$ cat config.mk
export PLATFORM = sky130hd
export DESIGN_NAME = dspace_xmem_ctrl
export DESIGN_NICKNAME = d
export VERILOG_FILES = /design/src/rtl/dspace_pkg.sv /design/src/rtl/dspace_region_dec.sv /design/src/rtl/xmem_seq.sv /design/src/rtl/dspace_xmem_ctrl.sv
export SDC_FILE = /design/constraint.sdc
export NUM_CORES = 1
export LEC_CHECK = 0
export CELL_PAD_IN_SITES_DETAIL_PLACEMENT = 1
export CELL_PAD_IN_SITES_GLOBAL_PLACEMENT = 1
export CORE_MARGIN = 2
export CORE_UTILIZATION = 45
export CTS_CLUSTER_SIZE = 8
export DETAILED_ROUTE_END_ITERATION = 10
export DONT_BUFFER_PORTS = 1
export GPL_TIMING_DRIVEN = 0
export HOLD_SLACK_MARGIN = 0.12
export PLACE_DENSITY_LB_ADDON = 0.05
export SYNTH_ARGS = -nofsm -noshare
export SYNTH_HDL_FRONTEND = slang
export SYNTH_SLANG_ARGS = --single-unit
export TNS_END_PERCENT = 5
$ cat constraint.sdc
create_clock -name clk -period 2.45 [get_ports clk]
set_clock_uncertainty 0.05 [all_clocks]
set_input_delay 0 -clock clk [delete_from_list [all_inputs] [get_ports clk]]
set_output_delay 0 -clock clk [all_outputs]
set_load 0.01 [all_outputs]
$ cat src/rtl/dspace_pkg.sv
`timescale 1ns/1ps
package dspace_pkg;
   typedef enum logic [2:0] {
      RG_REGF  = 3'd0,
      RG_STDIO = 3'd1,
      RG_EXTIO = 3'd2,
      RG_ISRAM = 3'd3,
      RG_XMEM  = 3'd4
   } region_e;

   localparam int NUM_SEL = 4;
endpackage

$ cat src/rtl/dspace_region_dec.sv
`timescale 1ns/1ps
module dspace_region_dec
   import dspace_pkg::*;
#(
   parameter int ADDR_W       = 16,
   parameter int RF_SIZE      = 32,
   parameter int IO_SIZE      = 64,
   parameter int XIO_SIZE     = 160,
   parameter int ISRAM_NORM   = 4096,
   parameter int ISRAM_COMPAT = 4000
) (
   input  logic [ADDR_W-1:0] addr,
   input  logic              compat,
   output region_e           region
);
   localparam logic [31:0] RF_END     = 32'(RF_SIZE);
   localparam logic [31:0] IO_END     = 32'(RF_SIZE + IO_SIZE);
   localparam logic [31:0] XIO_END    = 32'(RF_SIZE + IO_SIZE + XIO_SIZE);
   localparam logic [31:0] SRAM_END_N = 32'(RF_SIZE + IO_SIZE + XIO_SIZE + ISRAM_NORM);
   localparam logic [31:0] SRAM_END_C = 32'(RF_SIZE + IO_SIZE + ISRAM_COMPAT);

   logic [31:0] a_ext;
   assign a_ext = {{(32-ADDR_W){1'b0}}, addr};

   generate
      if (XIO_SIZE > 0) begin : g_with_xio
         always_comb begin
            if (a_ext < RF_END)                     region = RG_REGF;
            else if (a_ext < IO_END)                region = RG_STDIO;
            else if (compat) begin
               if (a_ext < SRAM_END_C)              region = RG_ISRAM;
               else                                 region = RG_XMEM;
            end
            else if (a_ext < XIO_END)               region = RG_EXTIO;
            else if (a_ext < SRAM_END_N)            region = RG_ISRAM;
            else                                    region = RG_XMEM;
         end
      end else begin : g_no_xio
         always_comb begin
            if (a_ext < RF_END)                     region = RG_REGF;
            else if (a_ext < IO_END)                region = RG_STDIO;
            else if (a_ext < (compat ? SRAM_END_C : SRAM_END_N))
                                                    region = RG_ISRAM;
            else                                    region = RG_XMEM;
         end
      end
   endgenerate
endmodule

$ cat src/rtl/xmem_seq.sv
`timescale 1ns/1ps
module xmem_seq #(
   parameter int ADDR_W = 16,
   parameter int DATA_W = 8,
   parameter int WS_W   = 2
) (
   input  logic              clk,
   input  logic              rst_n,
   input  logic              start,
   input  logic              start_we,
   input  logic [ADDR_W-1:0] start_addr,
   input  logic [DATA_W-1:0] start_wdata,
   input  logic [WS_W-1:0]   wait_cnt,
   output logic              busy,
   output logic              hold,
   output logic              fin_read,
   output logic [ADDR_W-1:0] bus_addr,
   output logic [DATA_W-1:0] bus_dout,
   output logic              bus_rd_n,
   output logic              bus_wr_n
);
   logic [WS_W-1:0] cnt_q;
   logic            we_q;
   logic            last;

   assign last     = busy && (cnt_q == '0);
   assign hold     = busy && (cnt_q != '0);
   assign fin_read = last && !we_q;

   always_ff @(posedge clk or negedge rst_n) begin
      if (!rst_n) begin
         busy     <= 1'b0;
         cnt_q    <= '0;
         we_q     <= 1'b0;
         bus_addr <= '0;
         bus_dout <= '0;
         bus_rd_n <= 1'b1;
         bus_wr_n <= 1'b1;
      end else if (!busy) begin
         if (start) begin
            busy     <= 1'b1;
            cnt_q    <= wait_cnt;
            we_q     <= start_we;
            bus_addr <= start_addr;
            bus_dout <= start_wdata;
            bus_rd_n <= start_we;
            bus_wr_n <= !start_we;
         end
      end else if (last) begin
         busy     <= 1'b0;
         bus_rd_n <= 1'b1;
         bus_wr_n <= 1'b1;
      end else begin
         cnt_q <= cnt_q - 1'b1;
      end
   end
endmodule

$ cat src/rtl/dspace_xmem_ctrl.sv
`timescale 1ns/1ps
module dspace_xmem_ctrl
   import dspace_pkg::*;
#(
   parameter int ADDR_W       = 16,
   parameter int DATA_W       = 8,
   parameter int WS_W         = 2,
   parameter int RF_SIZE      = 32,
   parameter int IO_SIZE      = 64,
   parameter int XIO_SIZE     = 160,
   parameter int ISRAM_NORM   = 4096,
   parameter int ISRAM_COMPAT = 4000
) (
   input  logic              clk,
   input  logic              rst_n,
   input  logic              cfg_compat,
   input  logic              cfg_xen,
   input  logic [WS_W-1:0]   cfg_wait,
   input  logic              req_valid,
   input  logic              req_we,
   input  logic [ADDR_W-1:0] req_addr,
   input  logic [DATA_W-1:0] req_wdata,
   output logic [NUM_SEL-1:0] sel,
   output logic              stall,
   output logic [DATA_W-1:0] rd_data,
   output logic [ADDR_W-1:0] xbus_addr,
   output logic [DATA_W-1:0] xbus_dout,
   input  logic [DATA_W-1:0] xbus_din,
   output logic              xbus_rd_n,
   output logic              xbus_wr_n
);
   localparam int MAP_TOP = RF_SIZE + IO_SIZE + XIO_SIZE + ISRAM_NORM;

   initial begin
      assert (ADDR_W >= 8 && ADDR_W < 32)
         else $error("ADDR_W out of range");
      assert (DATA_W >= 1)
         else $error("DATA_W must be positive");
      assert (WS_W >= 1 && WS_W <= 4)
         else $error("WS_W out of range");
      assert (MAP_TOP < (1 << ADDR_W))
         else $error("internal map does not fit the address space");
      assert (ISRAM_COMPAT <= XIO_SIZE + ISRAM_NORM)
         else $error("compatibility map larger than normal map");
   end

   region_e region;
   logic    is_xmem;
   logic    seq_busy;
   logic    seq_hold;
   logic    seq_fin_rd;
   logic    start;
   logic    off_read;

   dspace_region_dec #(
      .ADDR_W      (ADDR_W),
      .RF_SIZE     (RF_SIZE),
      .IO_SIZE     (IO_SIZE),
      .XIO_SIZE    (XIO_SIZE),
      .ISRAM_NORM  (ISRAM_NORM),
      .ISRAM_COMPAT(ISRAM_COMPAT)
   ) u_dec (
      .addr  (req_addr),
      .compat(cfg_compat),
      .region(region)
   );

   genvar gi;
   generate
      for (gi = 0; gi < NUM_SEL; gi++) begin : g_sel
         assign sel[gi] = req_valid && (region == region_e'(3'(gi)));
      end
   endgenerate

   assign is_xmem  = req_valid && (region == RG_XMEM) && !seq_busy;
   assign start    = is_xmem && cfg_xen;
   assign off_read = is_xmem && !cfg_xen && !req_we;
   assign stall    = start || seq_hold;

   xmem_seq #(
      .ADDR_W(ADDR_W),
      .DATA_W(DATA_W),
      .WS_W  (WS_W)
   ) u_seq (
      .clk        (clk),
      .rst_n      (rst_n),
      .start      (start),
      .start_we   (req_we),
      .start_addr (req_addr),
      .start_wdata(req_wdata),
      .wait_cnt   (cfg_wait),
      .busy       (seq_busy),
      .hold       (seq_hold),
      .fin_read   (seq_fin_rd),
      .bus_addr   (xbus_addr),
      .bus_dout   (xbus_dout),
      .bus_rd_n   (xbus_rd_n),
      .bus_wr_n   (xbus_wr_n)
   );

   always_ff @(posedge clk or negedge rst_n) begin
      if (!rst_n)          rd_data <= '0;
      else if (seq_fin_rd) rd_data <= xbus_din;
      else if (off_read)   rd_data <= '0;
   end
endmodule

==> results by group <==
Power and ir drop
  – P_leak: between 1 and 1.5 nW
  – Pwr/cell area: 1000 mW/mm^2
  – Switching fraction of total power: 34.4%
  – Power Total: 2.36 mW
  – Seq pwr share: between 50% and 60%
  – Clock power frac: 18.5%
  – Psw: 811 uW
  – VDD IR max: ~0.45 mV
  – Internal power: 1.55 mW
  – Combinational power share: between 20% and 30%

STA
  – Number of setup violations in the final report: 0
  – Min Tclk post-route: between 2000 and 2500 ps
  – RSZ-0062 raised after global routing: false
  – Final Max Slew Viols: 0
  – Max-slew headroom: 46.4%
  – Peak Freq: roughly 0.45 GHz
  – Slew @ Worst Pin: 802 ps
  – Final Hold Fails: 0
  – Period utilization: 91.6%
  – Fin Setup TNS: 0 ps
  – Worst setup margin: roughly 200 ps

Finish
  – Proportion of layout cells with a drive suffix above 1: 11.7%
  – Commonest non-fill, non-tap cell in the layout: dlygate4sd3_1
  – Area of the multi-input gates: between 600 and 700 um^2
  – Nets: approximately 220
  – Synthesis-to-layout area growth: 41.1%
  – Commonest cells after routing, fill and taps aside: dlygate4sd3_1, dfrtp_1, mux2_1
  – Register area: 953 um^2
  – Final core utilization: 65.2%
  – Final non-filler cell total: ~230
  – ANT cells: 0
  – FILL cells: 353

Placed design
  – Detailed placement HPWL: 2530 um
  – IO Port Bufs: 0
  – Pre-CTS WS: 631 ps
  – Dpl cells: 167
  – Placer Congestion: between 0.6 and 0.7

Worst setup path
  – Critical path arrival: 2410 ps
  – Crit Path Max Fanout: 9
  – Worst path top cell family by delay: buffers and inverters
  – Crit path kind: reg -> reg
  – Slowest stage delay, CP: 580 ps
  – CP max-delay cell: dlygate4sd3_1
  – Cell Chain, Critical Path: buf_2 > nor2_2 > nand3_1 > dlygate4sd3_1 > nand3_1 > dlygate4sd3_1
  – Buf+Inv Stages, Crit Path: 3
  – CP Launch Type: flip-flop
  – Worst setup EP type: flip-flop
  – Required time of the worst setup path: 2620 ps

Clocking
  – Clk sink count: 38
  – CTS Buf Count: 5
  – Clk_lat worst skew: 280 ps
  – Root buf cell: clkbuf_8
  – CTS max path bufs: 2
  – H-tree level count: 2
  – Clock transition at path regs: 70 ps
  – CTS tree: yes

Detailed routing
  – DRC Markers: 0
  – Total vias in the final route: 1207
  – Routed Antenna Nets: 0
  – Final WL: 4230 um
  – DRT Pass-1 Iters: 3
  – Vias/cell: between 5 and 6
  – DR iter-0 viols: 63
  – Routed len/inst: 18.6 um

Synthesis
  – Synthesized cell area: roughly 0.0017 mm^2
  – Net count after synthesis: 160
  – Distinct cell type count after synthesis: 30
  – Synth Area per Inst: 14.0 um^2
  – #FFs+latches synth: 38
  – Sequential area share after synthesis: 57.3%
  – Total number of yosys warnings: 0
  – Cell count after synthesis: 119

Global route
  – Initial antenna violation count: 0
  – Vias in the first global route: 1469
  – First-pass GRT wire length: between 7000 and 8000 um
  – Tot GR Track Use: 22.4%
  – Largest net degree at the start of global routing: 22
  – Grt total ovfl: 0

Floorplan
  – Chip width: about 65 um
  – DIE AREA: 0.00420 mm^2
  – IO Pins: between 70 and 80
  – Placeable Area: 0.00361 mm^2
  – FP Rows: 22
  – Initial Utilization: 46.2%
  – Die height: 64.8 um

Min path
  – Min-Delay Path Class: in -> out

Job
  – Max_cap viols: 0

Outcome
  – Status: complete, no violations
==> power by group through the flow <==
stage | Combinational [mW] | Clock, mW | Sequential [mW]
3_5_place_dp | 0.500 | 0 | 1.25
6_report | 0.680 | 0.436 | 1.24
4_1_cts | 0.673 | 0.450 | 1.24
5_1_grt | 0.762 | 0.478 | 1.28
2_1_floorplan | 0.415 | 0 | 1.19
3_3_place_gp | 0.459 | 0 | 1.24
==> worst register-to-register path, stage by stage, from the launching register on <==
cell and delay [ps]:
dfrtp_1 360, buf_2 180, nor2_2 260, nand3_1 130
dlygate4sd3_1 580, nand3_1 80, dlygate4sd3_1 560
==> area by class of cell <==
cell class                 count  area share [%]
buffer                         3            1.33
clock buffer                   7            3.67
clock inverter                 1           0.213
inverter                       5           0.799
multi-input combinational     73            28.3
sequential                    38            40.6
tap                           48            2.56
timing repair buffer          52            22.6
==> state kept, by name, indices dropped and copies added, names as in the netlist <==
signal          flops
u_seq.we_q          1
u_seq.bus_wr_n      1
u_seq.bus_rd_n      1
rd_data             8
u_seq.bus_dout      8
u_seq.bus_addr     16
u_seq.busy          1
u_seq.cnt_q         2
==> layer usage <==
layer / track usage (%) / up-vias / wire (um)
li1: - / 550 / -
met1: 25.5 / 597 / 1550
met2: 40.2 / 55 / 2300
met3: 6.77 / 5 / 334
met4: 7.18 / 0 / 46
met5: 0 / - / 0
==> synthesized netlist by cell type <==
master / instances / area, um^2
nor4_1: 1 / 6.26
inv_1: 5 / 18.8
nor3_1: 5 / 25.0
mux2i_1: 3 / 30.0
xor2_1: 1 / 8.76
and4_1: 1 / 8.76
nand2b_1: 1 / 6.26
o21ai_0: 2 / 10.0
a211oi_1: 1 / 7.51
a21oi_1: 1 / 5.00
buf_2: 1 / 5.00
o41ai_2: 1 / 16.3
nand3_1: 3 / 15.0
mux2_1: 25 / 282
nand2_8: 1 / 20.0
buf_6: 1 / 11.3
nand2_1: 3 / 11.3
dfstp_2: 2 / 52.6
dfrtp_1: 36 / 901
nand3b_1: 1 / 7.51
nor2_1: 5 / 18.8
xnor2_1: 1 / 8.76
buf_8: 1 / 15.0
nor4_2: 2 / 25.0
ha_1: 1 / 12.5
or4_1: 1 / 7.51
a22o_1: 8 / 70.1
o22a_1: 2 / 17.5
a21oi_4: 2 / 32.5
a211o_2: 1 / 10.0
==> worst paths after layout <==
kind | cells after the start | slack [ps] | to | startpoint
min | 2 | 130 | sel[1] | req_addr[5]
max reg2reg | 6 | 210 | u_seq.cnt_q[1] | u_seq.busy
max in group asynchronous | 4 | 310 | u_seq.bus_addr[7] | rst_n
min in group asynchronous | 3 | 630 | u_seq.cnt_q[1] | rst_n
min reg2reg | 2 | 510 | u_seq.bus_rd_n | u_seq.bus_rd_n
max | 6 | 210 | u_seq.cnt_q[1] | u_seq.busy
==> through the flow <==
stage,cell area [um^2],hold slack [ps]
2_1_floorplan,1670,-346
3_3_place_gp,1730,-345
3_5_place_dp,1730,-345
4_1_cts,2350,133
5_1_grt,2350,136
6_report,2350,127
==> what timing repair did <==
item,4_1_cts,5_1_grt
buffers inserted,0,0
gates resized for setup,0,1
endpoints found under the setup margin,0,1
hold buffers,52,0
endpoints found under the hold margin,79,0
==> cell families after synthesis <==
logic type | Yosys count | share of synthesized area (%)
buf+inv | 8 | 3.00
mux | 28 | 18.7
fa+ha+maj | 1 | 0.751
flops | 38 | 57.2
xor+xnor | 2 | 1.05
compound gates | 18 | 10.1
simple gates | 24 | 9.09
No activity file was read; power rests on OpenSTA's default activity.
